File: config.mk
export PLATFORM = sky130hd
export DESIGN_NAME = s24_dot_unit
export DESIGN_NICKNAME = d
export VERILOG_FILES = /design/src/rtl/s24_pkg.sv /design/src/rtl/s24_tag_store.sv /design/src/rtl/s24_lane_pick.sv /design/src/rtl/s24_mac.sv /design/src/rtl/s24_dot_unit.sv
export SDC_FILE = /design/constraint.sdc
export NUM_CORES = 1
export LEC_CHECK = 0
export BUFFER_PORTS_ARGS = -buffer_cell sky130_fd_sc_hd__buf_4
export CAP_MARGIN = 0
export CELL_PAD_IN_SITES_DETAIL_PLACEMENT = 0
export CELL_PAD_IN_SITES_GLOBAL_PLACEMENT = 1
export CORE_MARGIN = 1.5
export CORE_UTILIZATION = 45
export CTS_CLUSTER_SIZE = 20
export DETAILED_ROUTE_END_ITERATION = 10
export GPL_TIMING_DRIVEN = 1
export MAX_ROUTING_LAYER = met4
export PLACE_DENSITY = 0.86
export SYNTH_ARGS = -nofsm -noshare
export SYNTH_HDL_FRONTEND = slang
export SYNTH_SLANG_ARGS = --single-unit
File: constraint.sdc
create_clock -name clk -period 19.17 [get_ports clk]
set_input_delay 3.834 -clock clk [delete_from_list [all_inputs] [get_ports clk]]
set_output_delay 3.834 -clock clk [all_outputs]
set_load 0.05 [all_outputs]
File: src/rtl/s24_pkg.sv
package s24_pkg;

   typedef enum logic {
      PH_IDLE = 1'b0,
      PH_RUN  = 1'b1
   } phase_e;

   // A group tag nibble is {second_pos, first_pos}; equal fields are illegal.
   function automatic logic nib_clash(input logic [3:0] nib);
      return nib[1:0] == nib[3:2];
   endfunction

endpackage

File: src/rtl/s24_tag_store.sv
module s24_tag_store #(
   parameter int GROUPS = 4
) (
   input  logic                  clk,
   input  logic                  rst_n,
   input  logic                  load_i,
   input  logic [4*GROUPS-1:0]   tag_i,
   output logic [4*GROUPS-1:0]   tag_o,
   output logic [GROUPS-1:0]     bad_grp_o,
   output logic                  fault_o
);
   localparam int TW = 4 * GROUPS;
   localparam logic [TW-1:0] TAG_RST = {GROUPS{4'b0100}};

   logic [TW-1:0] tag_q;

   always_ff @(posedge clk) begin
      if (!rst_n)      tag_q <= TAG_RST;
      else if (load_i) tag_q <= tag_i;
   end

   genvar g;
   generate
      for (g = 0; g < GROUPS; g++) begin : g_grp
         assign bad_grp_o[g] = s24_pkg::nib_clash(tag_q[4*g +: 4]);
      end
   endgenerate

   assign tag_o   = tag_q;
   assign fault_o = |bad_grp_o;

   // the fault indication only moves when a new tag is taken
   assert_fault_steady_R7: assert property (@(posedge clk) disable iff (!rst_n)
      !load_i |=> $stable(fault_o));

endmodule

File: src/rtl/s24_lane_pick.sv
module s24_lane_pick #(
   parameter int GROUPS = 4,
   parameter int AW     = 8
) (
   input  logic [$clog2(2*GROUPS)-1:0] slot_i,
   input  logic [4*GROUPS-1:0]         tag_i,
   input  logic [GROUPS-1:0]           bad_grp_i,
   input  logic [4*GROUPS*AW-1:0]      act_i,
   output logic [AW-1:0]               act_o,
   output logic                        keep_o
);
   localparam int NSLOT = 2 * GROUPS;

   logic [NSLOT*AW-1:0] cand;
   logic [NSLOT-1:0]    drop;

   genvar g, h;
   generate
      for (g = 0; g < GROUPS; g++) begin : g_grp
         for (h = 0; h < 2; h++) begin : g_half
            logic [1:0] pos;
            assign pos = tag_i[4*g + 2*h +: 2];
            assign cand[(2*g+h)*AW +: AW] =
               (pos == 2'd0) ? act_i[(4*g+0)*AW +: AW] :
               (pos == 2'd1) ? act_i[(4*g+1)*AW +: AW] :
               (pos == 2'd2) ? act_i[(4*g+2)*AW +: AW] :
                               act_i[(4*g+3)*AW +: AW];
            assign drop[2*g+h] = bad_grp_i[g];
         end
      end
   endgenerate

   assign act_o  = cand[slot_i*AW +: AW];
   assign keep_o = !drop[slot_i];

endmodule

File: src/rtl/s24_mac.sv
module s24_mac #(
   parameter int WW     = 8,
   parameter int AW     = 8,
   parameter int ACCW   = 24,
   parameter bit SAT_EN = 1'b0
) (
   input  logic            clk,
   input  logic            rst_n,
   input  logic            clr_i,
   input  logic            add_i,
   input  logic [WW-1:0]   w_i,
   input  logic [AW-1:0]   a_i,
   output logic [ACCW-1:0] acc_o
);
   localparam int PW = WW + AW;

   logic signed [PW-1:0] prod;
   logic [ACCW-1:0]      prod_x;
   logic [ACCW-1:0]      acc_q;
   logic [ACCW-1:0]      acc_nx;

   assign prod   = $signed(w_i) * $signed(a_i);
   assign prod_x = {{(ACCW-PW){prod[PW-1]}}, prod};

   generate
      if (SAT_EN) begin : g_sat
         logic [ACCW:0] sum;
         assign sum = {acc_q[ACCW-1], acc_q} + {prod_x[ACCW-1], prod_x};
         always_comb begin
            if (sum[ACCW] != sum[ACCW-1])
               acc_nx = sum[ACCW] ? {1'b1, {(ACCW-1){1'b0}}}
                                  : {1'b0, {(ACCW-1){1'b1}}};
            else
               acc_nx = sum[ACCW-1:0];
         end
      end else begin : g_wrap
         assign acc_nx = acc_q + prod_x;
      end
   endgenerate

   always_ff @(posedge clk) begin
      if (!rst_n)     acc_q <= '0;
      else if (clr_i) acc_q <= '0;
      else if (add_i) acc_q <= acc_nx;
   end

   assign acc_o = acc_q;

endmodule

File: src/rtl/s24_dot_unit.sv
module s24_dot_unit #(
   parameter int GROUPS = 4,
   parameter int WW     = 8,
   parameter int AW     = 8,
   parameter int ACCW   = 24,
   parameter bit SAT_EN = 1'b0
) (
   input  logic                     clk,
   input  logic                     rst_n,
   input  logic                     tag_load,
   input  logic [4*GROUPS-1:0]      tag_in,
   input  logic                     cf_start,
   input  logic                     cf_accum,
   input  logic                     cf_stop,
   input  logic                     w_valid,
   input  logic [WW-1:0]            w_data,
   input  logic [4*GROUPS*AW-1:0]   act_in,
   output logic [ACCW-1:0]          acc_out,
   output logic                     res_valid,
   output logic                     busy,
   output logic                     tag_fault
);
   import s24_pkg::*;

   localparam int NSLOT = 2 * GROUPS;
   localparam int SLW   = $clog2(NSLOT);
   localparam int TW    = 4 * GROUPS;
   localparam logic [SLW-1:0] LAST_SLOT = SLW'(NSLOT - 1);

   generate
      if (GROUPS < 1)       begin : g_bad_groups $error("GROUPS must be at least 1"); end
      if (WW < 2 || AW < 2) begin : g_bad_width  $error("operand widths must be at least 2"); end
      if (ACCW <= WW + AW)  begin : g_bad_acc    $error("ACCW must exceed WW+AW"); end
   endgenerate

   phase_e          phase_q;
   logic [SLW-1:0]  slot_q;
   logic            f_accum_q;
   logic            f_stop_q;
   logic            res_q;

   logic            take;
   logic            beat;
   logic            last_beat;
   logic [TW-1:0]   tag_cur;
   logic [GROUPS-1:0] bad_grp;
   logic [AW-1:0]   act_sel;
   logic            keep;

   assign busy      = (phase_q == PH_RUN);
   assign take      = tag_load && !busy;
   assign beat      = w_valid && busy;
   assign last_beat = beat && (slot_q == LAST_SLOT);

   always_ff @(posedge clk) begin
      if (!rst_n) begin
         phase_q   <= PH_IDLE;
         slot_q    <= '0;
         f_accum_q <= 1'b0;
         f_stop_q  <= 1'b0;
         res_q     <= 1'b0;
      end else begin
         res_q <= last_beat && f_stop_q;
         if (take) begin
            phase_q   <= PH_RUN;
            slot_q    <= '0;
            f_accum_q <= cf_accum;
            f_stop_q  <= cf_stop;
         end else if (beat) begin
            slot_q <= slot_q + 1'b1;
            if (last_beat) phase_q <= PH_IDLE;
         end
      end
   end

   s24_tag_store #(.GROUPS(GROUPS)) u_tags (
      .clk       (clk),
      .rst_n     (rst_n),
      .load_i    (take),
      .tag_i     (tag_in),
      .tag_o     (tag_cur),
      .bad_grp_o (bad_grp),
      .fault_o   (tag_fault)
   );

   s24_lane_pick #(.GROUPS(GROUPS), .AW(AW)) u_pick (
      .slot_i    (slot_q),
      .tag_i     (tag_cur),
      .bad_grp_i (bad_grp),
      .act_i     (act_in),
      .act_o     (act_sel),
      .keep_o    (keep)
   );

   s24_mac #(.WW(WW), .AW(AW), .ACCW(ACCW), .SAT_EN(SAT_EN)) u_mac (
      .clk   (clk),
      .rst_n (rst_n),
      .clr_i (take && cf_start),
      .add_i (beat && f_accum_q && keep),
      .w_i   (w_data),
      .a_i   (act_sel),
      .acc_o (acc_out)
   );

   assign res_valid = res_q;

   // a start tag leaves the accumulator at zero on the next edge
   assert_start_clears_R4: assert property (@(posedge clk) disable iff (!rst_n)
      (tag_load && !busy && cf_start) |=> (acc_out == '0));

   // a tile loaded with accumulation off never moves the accumulator
   assert_noaccum_hold_R5: assert property (@(posedge clk) disable iff (!rst_n)
      (w_valid && busy && !f_accum_q) |=> $stable(acc_out));

   // a beat of a faulty group adds nothing
   assert_fault_skip_R7: assert property (@(posedge clk) disable iff (!rst_n)
      (w_valid && busy && !keep) |=> $stable(acc_out));

   // a weight beat outside a tile is dropped
   assert_idle_beat_R9: assert property (@(posedge clk) disable iff (!rst_n)
      (w_valid && !busy && !tag_load) |=> $stable(acc_out));

   // a tag offered mid-tile leaves the held tag alone
   assert_busy_tag_R8: assert property (@(posedge clk) disable iff (!rst_n)
      (tag_load && busy) |=> $stable(tag_fault));

   // the result strobe is a single cycle closing a tile
   assert_res_single_R6: assert property (@(posedge clk) disable iff (!rst_n)
      res_valid |=> !res_valid);
   assert_res_after_run_R6: assert property (@(posedge clk) disable iff (!rst_n)
      res_valid |-> (!busy && $past(busy)));

   // the slot counter stays inside the tile
   assert_slot_bound_R3: assert property (@(posedge clk) disable iff (!rst_n)
      busy |-> (int'(slot_q) < NSLOT));

endmodule

Yosys cells after proc, flatten, opt, wreduce, memory -nomap -nowiden
Index checks and enable logic that the tools add are counted.

storage, ports and cells
  input port bits = 159
  word-level logic and storage cells = 86
  register bits = 47

operators by class
  magnitude comparators = 1
  $add $sub $neg = 2
  muxes and demuxes = 29
  $mul = 1
  reduce and logical (&&, ||, !) cells = 23
  shifts and indexed selects = 1
  bitwise operators = 1
  eq/ne operators = 21

operator list
  cell                 count
  $mux 8               24
  $shiftx 64x7->8      1
  $add 24x24->24       1
  $eq 2x1->1 const B   8
  $eq 2x2->1 const B   8
  $logic_not 2->1      8
  $mul 8x8->16         1
  $eq 2x2->1           4
  $logic_and 1x1->1    7
  $lt 3x4->1 const B   1
  $mux 1               4
  $reduce_bool 2->1    2
  $reduce_or 2->1      2
  $reduce_or 4->1      1
  $add 3x1->3 const B  1
  $bmux 1 s3           1
  $eq 3x3->1 const B   1
  $logic_not 1->1      2
  $reduce_and 2->1     1
  $not 1->1            1

Longest topological paths before layout
  depth in word-level cells = 7
  mapped depth = 33
  gate-level depth less buffers = 32

Cells and area by module
A second synthesis with hierarchy kept.

second synthesis, totals
  cells, all modules = 746
  area total of the unflattened synthesis = 7,606.0 um^2

by module, submodules not included
  module         area each (um^2)  instances  cells an instance
  s24_mac        4,489.3           1          508
  s24_lane_pick  2,118.3           1          144
  s24_tag_store  679.4             1          64
  s24_dot_unit   319.1             1          30

Least setup slack after synthesis
OpenSTA, ideal clock, no wires.

  path type = in2reg
  from = input act_in[44]
  to = register u_mac.acc_q[23] (netlist: u_mac.acc_o[23])
  cell stages on the path = 28
  arrival = 10.567 ns
  setup time = 0.131 ns
  slack = 8.473 ns
  data required time = 19.039 ns
  path buffers = 0
  path through = mux4_1 -> mux4_2 -> mux2_2 -> and2_1 -> fa_1 -> inv_1 -> fa_1 -> inv_1 -> fa_1 -> inv_1 -> fa_1 -> inv_1 -> ha_1 -> o21ai_0 -> nor2_1 -> o41ai_4 -> o2111ai_1 -> o211ai_1 -> xnor2_1 -> ha_1 -> a21o_1 -> a21o_1 -> a21oi_1 -> o21ai_0 -> a211oi_1 -> nor4_1 -> o21ai_1 -> o31ai_1

on the way
  longest elaborated chain between the ends = 5
  elaborated cells on any way between the ends = 7
  classes of those cells = add/sub (1); mul (1); shift (1); mux (4)

ends and longest elaborated chain
  what                    line                 RTL
  start: declaration      s24_dot_unit.sv:17   input logic [4*GROUPS*AW-1:0] act_in,
  $mux 8                  s24_lane_pick.sv:25  (pos == 2'd1) ? act_i[(4*g+1)*AW +: AW] :
  $mux 8                  s24_lane_pick.sv:24  (pos == 2'd0) ? act_i[(4*g+0)*AW +: AW] :
  $shiftx 64x7->8 *       s24_lane_pick.sv:33  assign act_o = cand[slot_i*AW +: AW];
  $mul 8x8->16 *          s24_mac.sv:22        assign prod = $signed(w_i) * $signed(a_i);
  $add 24x24->24 *        s24_mac.sv:37        assign acc_nx = acc_q + prod_x;
  end signal: assignment  s24_mac.sv:44        else if (add_i) acc_q <= acc_nx;
  end: declaration        s24_mac.sv:19        logic [ACCW-1:0] acc_q;

Mark *: on every way between the ends. The rest lies on a longest branch, timed or not.
A chain may end at the register's enable or synchronous reset.

Final worst setup path
  from = input act_in[75]
  to = register u_mac.acc_q[23] (netlist: u_mac.acc_o[23])

Same word-level chain as after synthesis.

==> flow_metrics.tcl <==
set metrics [dict create \
    dp_hpwl_um 16650 \
    n_antenna_cell 0 \
    r2r_cells 28 \
    crit_start "act_in[75]" \
    cp-start-kind "input port" \
    rows 47 \
    cts_tree "done" \
    areaGrowthSynthToFinish_pct 20.57 \
    cts-root-buf "clkbuf_16" \
    finalCritPeriodShare 0.5916 \
    hold_class "register to register" \
    slowest_stage "xnor2_1" \
    max-slew-margin-rel 0.3466 \
    grt_overflow 0 \
    syn_inst 744 \
    drt_first_iter_violations 238 \
    reg2reg_slack_ns 10.60 \
    worstReg2RegEnd "u_mac.acc_o[23]$_SDFFE_PP0P_" \
    grt_max_degree 26 \
    ios 186 \
    vias 6253 \
    cts_resized 0 \
    die_w_um 134.0 \
    critPathRequiredTime_ns 19.35 \
    layout-drive-gt1-share 0.3082 \
    cts_max_level 2 \
    max_freq_mhz 88.17 \
    status "finished, final reports clean" \
    ys_async_sr_fraction 0 \
    antenna_found_initial 0 \
    postRouteAntennaNets 0 \
    synth-edff-count 0 \
    cts_inserted_buffers 5 \
    cts_setup_buffers 0 \
    power_density_nw_per_um2 156.2 \
    finalHoldViolations 0 \
    timing.setup.tns_ns 0 \
    wl_per_cell_um 17.73 \
    rsz0062_at_grt "no" \
    vdd.ir_drop.worst_uv 137.8 \
    wl_um 19900 \
    drv_cap 0 \
    syn_nets 1015 \
    syn_area_per_cell_um2 10.37 \
    dieArea_um2 17940 \
    layout_commonest_cell "buf_4" \
    clk_pin_slew_ns 0.07 \
    grt_usage 0.2361 \
    grt_pass1_wl_um 32380 \
    seq_area_frac_synth 0.1219 \
    die_h_um 134.0 \
    grt_pass1_vias 6528 \
    layout_common_cells "buf_4 (187), inv_1 (89), mux4_2 (66), nand2_1 (63), fa_1 (57)" \
    arrival_ns 11.52 \
    via_per_inst 5.573 \
    ys_ff_latch 47 \
    fin_nets 1172 \
    postCtsHoldBufs 0 \
    worstMarginPinSlew_ns 0.9788 \
    core_area_um2 16640 \
    slew_violations 0 \
    worstPathMaxFanout 11 \
    gp_congestion 0.8754 \
    nFillCells 1503 \
    fin_skew_ns 0.008996 \
    numPortBuffers 185 \
    clock_path_buffers 2 \
    r2r_start "u_tags.tag_o[0]$_SDFFE_PN0P_" \
    initial_utilization 0.4637 \
    synth-main-ff-cell "dfxtp_1" \
    p_leak_nw 4.113 \
    endpoint "u_mac.acc_o[23]$_SDFFE_PP0P_" \
    fin_crit_ns 11.34 \
    path_class "input port to register" \
    setup_viol 0 \
    fin_cells 1122 \
    clk_latency_ns 0.30 \
    placedCellCount 1114 \
    ys_warn_count 0 \
    cp-end-kind "register" \
    synth_area_um2 7717 \
    drcViolationCount 0 \
    ys_types 62 \
    detail_route.first_pass.iterations 4 \
    cts_sinks 47 \
    crit_path_max_incr_delay_ns 0.75 \
]
critical path, delay by kind of cell:
| kind | cells | cell delay (ns) |
|---|---|---|
| AO/OA/AOI/OAI | 11 | 1.81 |
| XOR/XNOR | 1 | 0.75 |
| adder cells (fa/ha/maj) | 6 | 2.83 |
| buffers and inverters | 5 | 0.31 |
| multiplexers | 3 | 1.46 |
| AND/OR/NAND/NOR | 3 | 0.51 |
final cells by class:
class                           count  area, um2  share of cell area
Clock inverter                      3      71.32            0.007664
Sequential cell                    47      940.9              0.1011
Tap cell                          220      275.3             0.02958
Multi-Input combinational cell    569       6147              0.6606
Clock buffer                        5      125.1             0.01345
Timing Repair Buffer              187       1404              0.1509
Inverter                           91      341.6             0.03671
metrics by stage:
| step | hold slack, ns | power [mW] | cell area (um2) | util | setup slack (ns) |
|---|---|---|---|---|---|
| after floorplan | 0.4099 | 1.131 | 7717 | - | 8.473 |
| after global placement | 0.4224 | 1.339 | 9109 | 0.5473 | 7.674 |
| after detailed placement | 0.4252 | 1.345 | 9109 | 0.5473 | 7.491 |
| after CTS | 0.4372 | 1.470 | 9305 | 0.5591 | 7.810 |
| after global routing | 0.4617 | 1.641 | 9305 | 0.5591 | 7.202 |
| final | 0.4390 | 1.453 | 9305 | 0.5591 | 7.829 |
power breakdown:
| part | leakage [nW] | switching [mW] | internal [mW] |
|---|---|---|---|
| registers | 0.382 | 0.0134 | 0.103 |
| logic | 3.64 | 0.678 | 0.541 |
| clock network | 0.0959 | 0.0428 | 0.0757 |
per-layer routing:
metal | wire [um] | track usage | share of wire | vias up
met4 | 446 | 0.06039 | 0.022 | 0
met2 | 10010 | 0.3955 | 0.50 | 210
met1 | 8424 | 0.3025 | 0.42 | 3050
li1 | - | - | - | 2967
met5 | 0 | - | 0 | -
met3 | 1014 | 0.03288 | 0.051 | 26
registers in the layout, indices dropped and copies added (netlist names):
name          flops
f_stop_q          1
f_accum_q         1
slot_q            3
u_mac.acc_o      24
u_tags.tag_o     16
busy              1
res_valid         1
synth_stat cells, drive strengths merged (3+ instances only):
master / number / area (um2)
nor4: 3 / 18.77
buf: 28 / 254.0
a21boi: 16 / 120.1
or3: 6 / 37.54
o21ai: 16 / 83.83
nand2: 63 / 236.5
nor2: 40 / 150.1
and2: 6 / 37.54
nand4: 4 / 25.02
inv: 91 / 341.6
clkbuf: 9 / 33.78
nor3: 7 / 35.03
o21a: 4 / 30.03
o22ai: 3 / 18.77
fa: 57 / 1141
dfxtp: 47 / 940.9
nand2b: 13 / 81.33
mux2i: 22 / 290.3
nor2b: 43 / 269.0
a31o: 3 / 35.04
a21oi: 23 / 115.1
a211oi: 7 / 57.55
ha: 55 / 688.2
xnor2: 37 / 331.6
a21o: 12 / 90.09
nand3: 14 / 70.07
xor2: 3 / 26.28
o21bai: 4 / 30.03
mux4: 81 / 1881
a31oi: 3 / 18.77
how the worst min path moves through the flow:
stage	from	to	slack (ns)	cells after the start
floorplan	f_stop_q$_SDFFE_PN0P_	res_valid$_SDFF_PN0_	0.41	2
global placement	f_stop_q$_SDFFE_PN0P_	res_valid$_SDFF_PN0_	0.42	2
detailed placement	f_stop_q$_SDFFE_PN0P_	res_valid$_SDFF_PN0_	0.43	2
CTS	f_stop_q$_SDFFE_PN0P_	res_valid$_SDFF_PN0_	0.44	2
global route	f_stop_q$_SDFFE_PN0P_	res_valid$_SDFF_PN0_	0.46	2
finish	f_stop_q$_SDFFE_PN0P_	res_valid$_SDFF_PN0_	0.44	2
cells by family (layout without fill, tap and decap cells):
| logic type | after synthesis | after routing | synth area share |
|---|---|---|---|
| xor gates and xnor gates | 40 | 40 | 0.04637 |
| DFF | 47 | 47 | 0.1219 |
| adders and majority gates | 112 | 112 | 0.2370 |
| and+or+nand+nor | 207 | 207 | 0.1326 |
| AOI/OAI and AO/OA | 106 | 106 | 0.09776 |
| buffers and inverters | 128 | 286 | 0.08155 |
| muxes | 104 | 104 | 0.2828 |
No activity file was read; power rests on OpenSTA's default activity.
